$ cat config.mk
export PLATFORM = sky130hd
export DESIGN_NAME = vco_band_search
export DESIGN_NICKNAME = d
export VERILOG_FILES = /design/src/rtl/vco_band_search.sv
export SDC_FILE = /design/constraint.sdc
export NUM_CORES = 1
export LEC_CHECK = 0
export BUFFER_PORTS_ARGS = -buffer_cell sky130_fd_sc_hd__buf_4
export CORE_MARGIN = 2
export CORE_UTILIZATION = 45
export DETAILED_ROUTE_END_ITERATION = 8
export GPL_ROUTABILITY_DRIVEN = 0
export MAX_ROUTING_LAYER = met4
export PLACE_DENSITY = 0.69
export RECOVER_POWER = 50
export SYNTH_ARGS = -nofsm -noshare
export SYNTH_HDL_FRONTEND = slang
export SYNTH_SLANG_ARGS = --single-unit
$ cat constraint.sdc
create_clock -name clk -period 4 [get_ports clk]
set_input_delay 0 -clock clk [delete_from_list [all_inputs] [get_ports clk]]
set_output_delay 0 -clock clk [all_outputs]
set_load 0.02 [all_outputs]
$ cat src/rtl/vco_band_search.sv
module vco_band_search #(
  parameter int NUM_BANDS = 24,
  parameter int BAND_W    = 5,
  parameter int CODE_W    = 3,
  parameter int SETTLE    = 256
) (
  input  logic              clk,
  input  logic              rst_n,
  input  logic [BAND_W-1:0] start_band,
  input  logic              auto_en,
  input  logic              nlow_wr,
  input  logic              adc_en,
  input  logic              adc_latch_wr,
  input  logic [CODE_W-1:0] tune_code,
  output logic [BAND_W-1:0] band_sel,
  output logic              active,
  output logic              done,
  output logic              success,
  output logic [CODE_W-1:0] code_rb
);
  localparam int CNT_W = (SETTLE > 1) ? $clog2(SETTLE) : 1;
  localparam logic [CNT_W-1:0]     CNT_LOAD = CNT_W'(SETTLE - 1);
  localparam logic [BAND_W-1:0]    LAST     = BAND_W'(NUM_BANDS - 1);
  localparam logic [NUM_BANDS-1:0] VIS_ONE  = NUM_BANDS'(1);
  localparam logic [CODE_W-1:0]    WIN_LO   = CODE_W'(2);
  localparam logic [CODE_W-1:0]    WIN_HI   = CODE_W'(5);

  logic [BAND_W-1:0]    band_q;
  logic [CNT_W-1:0]     cnt;
  logic [NUM_BANDS-1:0] visited;

  logic [NUM_BANDS-1:0] visited_nx;
  logic [BAND_W-1:0]    up_idx, dn_idx;
  logic                 in_win, go_up, vis_up, vis_dn, manual_cap;

  assign band_sel   = auto_en ? band_q : start_band;
  assign in_win     = (tune_code >= WIN_LO) && (tune_code <= WIN_HI);
  assign go_up      = tune_code < WIN_LO;
  assign up_idx     = band_q + 1'b1;
  assign dn_idx     = band_q - 1'b1;
  assign visited_nx = visited | (VIS_ONE << band_q);
  assign vis_up     = |(visited_nx & (VIS_ONE << up_idx));
  assign vis_dn     = |(visited_nx & (VIS_ONE << dn_idx));
  assign manual_cap = !auto_en && adc_en && adc_latch_wr;

  always_ff @(posedge clk) begin
    if (!rst_n) begin
      band_q  <= '0;
      cnt     <= '0;
      visited <= '0;
      active  <= 1'b0;
      done    <= 1'b1;
      success <= 1'b0;
      code_rb <= '0;
    end else begin
      if (manual_cap)
        code_rb <= tune_code;
      if (!active) begin
        if (nlow_wr && auto_en) begin
          success <= 1'b0;
          if (start_band <= LAST) begin
            active  <= 1'b1;
            done    <= 1'b0;
            band_q  <= start_band;
            visited <= '0;
            cnt     <= CNT_LOAD;
          end else begin
            done    <= 1'b1;
          end
        end
      end else if (cnt != '0) begin
        cnt <= cnt - 1'b1;
      end else begin
        visited <= visited_nx;
        if (in_win) begin
          active  <= 1'b0;
          done    <= 1'b1;
          success <= 1'b1;
        end else if (go_up ? (band_q == LAST || vis_up)
                           : (band_q == '0 || vis_dn)) begin
          active  <= 1'b0;
          done    <= 1'b1;
          success <= 1'b0;
        end else begin
          band_q <= go_up ? up_idx : dn_idx;
          cnt    <= CNT_LOAD;
        end
      end
    end
  end

  AST_RESET_FLAGS: assert property (@(posedge clk)
    !rst_n |=> (done && !success && !active && code_rb == '0));

  AST_START_LOAD: assert property (@(posedge clk) disable iff (!rst_n)
    (nlow_wr && auto_en && !active && start_band <= LAST)
      |=> (active && !done && band_q == $past(start_band)));

  AST_IDLE_XOR_BUSY: assert property (@(posedge clk) disable iff (!rst_n)
    active != done);

  AST_ONE_STEP: assert property (@(posedge clk) disable iff (!rst_n)
    (active && $past(active) && band_q != $past(band_q))
      |-> (band_q == $past(band_q) + 1'b1 || band_q + 1'b1 == $past(band_q)));

  AST_SUCCESS_IDLE: assert property (@(posedge clk) disable iff (!rst_n)
    success |-> (done && !active));

  AST_BAND_IN_RANGE: assert property (@(posedge clk) disable iff (!rst_n)
    active |-> band_q <= LAST);

  AST_READBACK_HOLD: assert property (@(posedge clk) disable iff (!rst_n)
    !manual_cap |=> $stable(code_rb));

  AST_RESULT_HOLD: assert property (@(posedge clk) disable iff (!rst_n)
    (!active && !(nlow_wr && auto_en)) |=> $stable(band_q));
endmodule

==> results.env <==
POWER.DENSITY_CELL_AREA_nW_PER_UM2=407
CLK_TRANSITION_REPORTED_PATHS_NS=0.08
ANTENNA_FOUND_INITIAL=0
CLOCK.FMAX_MHz=288
DIE_Y_UM=85.9
FP.DIEW_UM=85.9
GRT_PASS1_WL_UM=12900
CTS_SETUP_BUFFERS=0
DRT_DRC_VIOLATIONS_LEFT=0
POWER.COMBINATIONAL.FRACTION_PCT=37.2
DRT_ITER0_MARKERS=330
REPORT.FINAL.HOLD_VIOL_COUNT=1
REG2REG_SETUP_SLACK_NS=0.52
WORST-ENDPOINT-ARRIVAL_NS=3.69
YS_SEQ_ELEMENTS=43
YOSYS-TOP-CELLS-COUNT='43 x sky130_fd_sc_hd__a21oi_1, 43 x sky130_fd_sc_hd__dfxtp_1, 41 x sky130_fd_sc_hd__nor2_1'
DETAILED_ROUTE_WIRE_LENGTH_PER_CELL_UM=16.8
FINISH.NET_COUNT=405
REGISTER_AREA_UM2=861
PATH_CELLS='inv_1 -> ha_1 -> o21a_1 -> a222oi_1 -> a221oi_1 -> a2111oi_1 -> a32oi_1 -> a21oi_2 -> buf_4 -> a211oi_4 -> o41ai_2'
YS_TOP_CELLS_BY_AREA='sky130_fd_sc_hd__dfxtp_1 29%, sky130_fd_sc_hd__a21oi_1 7.1%, sky130_fd_sc_hd__nor2_1 5.1%'
DIE_AREA_UM2=7370
POWER.SWITCHING_FRACTION_PCT=38.3
CRITPATHKIND='flip-flop to flip-flop'
REGTOREGENDPOINT='cnt[6]'
SYNTH_SEQ_AREA_SHARE_PCT=28.5
PLACEMENT.IO_BUFFERS=24
CRITICAL_PATH.REG2REG.STARTPOINT='band_q[1]'
CLOCKPOWERSHARE_PCT=23.4
RSZ0062_AT_GRT='no'
MIN-DELAY-START='start_band[4]'
AREA_GROWTH_SYN_TO_LAYOUT_PCT=7.84
YOSYSUNIQUECELLTYPES=75
POST-ROUTE-MIN-PERIOD_NS=3.48
CRITPATHCAPTURETYPE='flip-flop'
POST_SYNTH_INSTANCE_AREA_UM2=3020
SYNTH_NETS=400
WORST_CLOCK_SKEW_NS=0.00886
DRV.MAX_CAP_VIOLATION_COUNT=0
NUM-FILL-CELLS=648
CP_TOP_FAMILY='compound AO/OA/AOI/OAI gates'
WHS_ENDPOINT='band_q[4]'
PWR-SHARE-SEQ_PCT=39.4
SYNTH_AREA_PER_CELL_UM2=8.00
CELLINTERNALPOWER_mW=0.817
HOLD_PATH_CLASS='input port to flip-flop'
FINALHOLDWORSTSLACK_NS=-0.00552
CTSHTREEMAXLEVEL=2
GRTUSAGETOTAL_PCT=22.3
FIN_TOTAL_PWR_mW=1.33
PLACE_HPWL_UM=5640
CTS_TREE='built'
YOSYS_MOST_USED_DFF='sky130_fd_sc_hd__dfxtp_1'
WORSTSKEWPAIRLATENCY_NS=0.30
FIRST_PASS_ITERS=5
MAXIMUM_NUMBER_OF_PINS_ON_ONE_NET_BEFORE_GLOBAL_ROUTE_REPAIR=27
NUMBER_OF_BUFFER_AND_INVERTER_STAGES_ON_THE_CRITICAL_PATH=2
SYNTH_CELLS=377
CRIT_PATH_MAX_INCR_DELAY_NS=0.63
REG2REGPATHDEPTH=11
NETSW_mW=0.508
ANTENNADIODECOUNT=0
YOSYSTOPAREACELLSHARE_PCT=28.5
POST-SYNTH-TOP-AREA-CELL='sky130_fd_sc_hd__dfxtp_1'
VIAS=2837
CP.REQUIRED_NS=4.21
CP-START-KIND='flip-flop'
TRANSITION_TIME_AT_THE_PIN_WITH_THE_LEAST_SLEW_MARGIN_NS=0.881
INITIAL_UTILIZATION_PCT=47.0
SYNTH_ASYNC_SR_FLOP_SHARE_PCT=0
VIOLATIONS='negative hold slack'
ANT_NETS=0
POWER_LEAKAGE_nW=1.30
POWER.IR.VDD_WORST_uV=292
STD_CELL_ROWS=29
NUMBER_OF_FAILING_SETUP_ENDPOINTS_IN_THE_FINAL_TIMING_REPORT=0
SYNTH-WARNING-COUNT=0
CTS_BUFFER_COUNT=5
DRT-VIAS-PER-INSTANCE=6.17
CRITICAL_PATH_PEAK_FANOUT=15
MIN_PATH_CELLS=3
IO-PIN-COUNT=25
CTS-RESIZED-GATES=0
WL_FINAL_UM=7730
GRT_OVERFLOW_TOTAL=0
DRV_SLEW=0
OUTCOME='complete, but fails checks'
CTS_HOLD_REPAIR.BUFFERS=2
MIN_PERIOD_OVER_PERIOD_PCT=86.9
SYNTH_EDF_COUNT=0
GRT_PASS1_VIAS=2623
CLOCKBUFFERDEPTH=2
SLEW-LIMIT-HEADROOM_PCT=41.2
CORE_AREA_UM2=6420
MULTI_INPUT_AREA_UM2=1930
SETUP-TNS-FINAL_NS=0
DRIVE_ABOVE_1_SHARE_PCT=14.1
CLOCK_TREE.ROOT_CELL='sky130_fd_sc_hd__clkbuf_8'
CRIT_PATH_TOP_DELAY_CELL='sky130_fd_sc_hd__dfxtp_1'
NUM_CLOCK_SINKS=43
## sequential cells by signal, indices dropped and copies added (netlist names)
signal   flops
code_rb      3
band_q       5
active       1
cnt          8
done         1
visited     24
success      1
## worst register-to-register path: stages (launching register included)
cell and delay [ns]:
sky130_fd_sc_hd__dfxtp_1 0.63, sky130_fd_sc_hd__inv_1 0.16, sky130_fd_sc_hd__ha_1 0.34, sky130_fd_sc_hd__o21a_1 0.30, sky130_fd_sc_hd__a222oi_1 0.47, sky130_fd_sc_hd__a221oi_1 0.12
sky130_fd_sc_hd__a2111oi_1 0.36, sky130_fd_sc_hd__a32oi_1 0.18, sky130_fd_sc_hd__a21oi_2 0.17, sky130_fd_sc_hd__buf_4 0.21, sky130_fd_sc_hd__a211oi_4 0.13, sky130_fd_sc_hd__o41ai_2 0.31
## layout by cell type, fill, tap and decap left out, drive strengths merged, types with 4 or more instances in the layout
master and n:
a21o 13, a22oi 11, a22o 7, nor3 7, ha 9, nor2 42, nand2b 5, inv 10
a21oi 44, o21ai 11, buf 21, and3 4, o211ai 4, nand2 25, and2 8, clkbuf 18
nand3 12, o41ai 5, dfxtp 43, mux2 6, nand4 6, nor3b 4
## power by group through the flow
stage | clock network, mW | logic [mW] | registers [mW]
2_1_floorplan | 0 | 0.401 | 0.511
3_3_place_gp | 0 | 0.488 | 0.529
3_5_place_dp | 0 | 0.491 | 0.531
4_1_cts | 0.316 | 0.495 | 0.521
5_1_grt | 0.338 | 0.544 | 0.531
6_report | 0.310 | 0.493 | 0.522
## cell families (layout without fill, tap and decap cells)
logic type | after synthesis | count (layout) | share of synthesized area, %
multiplexers | 9 | 9 | 3.24
flip-flops | 43 | 43 | 28.5
AO/OA/AOI/OAI | 135 | 135 | 32.6
buffers and inverters | 47 | 53 | 7.55
AND/OR/NAND/NOR | 129 | 129 | 22.6
adder cells (fa/ha/maj) | 9 | 9 | 3.73
XOR/XNOR | 5 | 5 | 1.70
## final cells by class
class	instances	area share (%)
clock inverter	1	0.231
inverter	11	1.27
clock buffer	7	2.96
multi-input combinational	287	59.3
timing repair buffer	34	6.85
tap	77	2.96
sequential	43	26.5
## worst max path at each step
| stage | depth (start not counted) | start | end | slack [ns] |
|---|---|---|---|---|
| final | 11 | band_q[1] | cnt[6] | 0.52 |
| after global routing | 11 | band_q[1] | cnt[6] | 0.37 |
| after CTS | 11 | band_q[1] | band_q[0] | 0.65 |
| after detailed placement | 11 | band_q[1] | band_q[0] | 0.68 |
| after global placement | 11 | band_q[1] | band_q[0] | 0.73 |
| after floorplan | 13 | band_q[0] | band_q[0] | 0.97 |
## per-stage QoR
stage / std cells / utilization [%] / hold slack [ns] / area (um2) / setup slack (ns)
global route: 460 / 50.7 / 0.0458 / 3250 / 0.368
CTS: 460 / 51.2 / 0.00352 / 3290 / 0.652
global placement: 450 / 49.3 / 0.229 / 3170 / 0.734
finish: 460 / 50.7 / -0.00552 / 3250 / 0.523
detailed placement: 450 / 49.3 / 0.248 / 3170 / 0.683
floorplan: 377 / - / 0.144 / 3020 / 0.971
## layer usage
metal	part of all wire [%]	GRT usage, %	up-vias
met2	46	34.0	95
met1	47	30.4	1343
met4	1.4	6.35	0
li1	-	-	1389
met3	5.1	3.75	10
met5	0	-	-
Power figures use the tool's default switching activity.
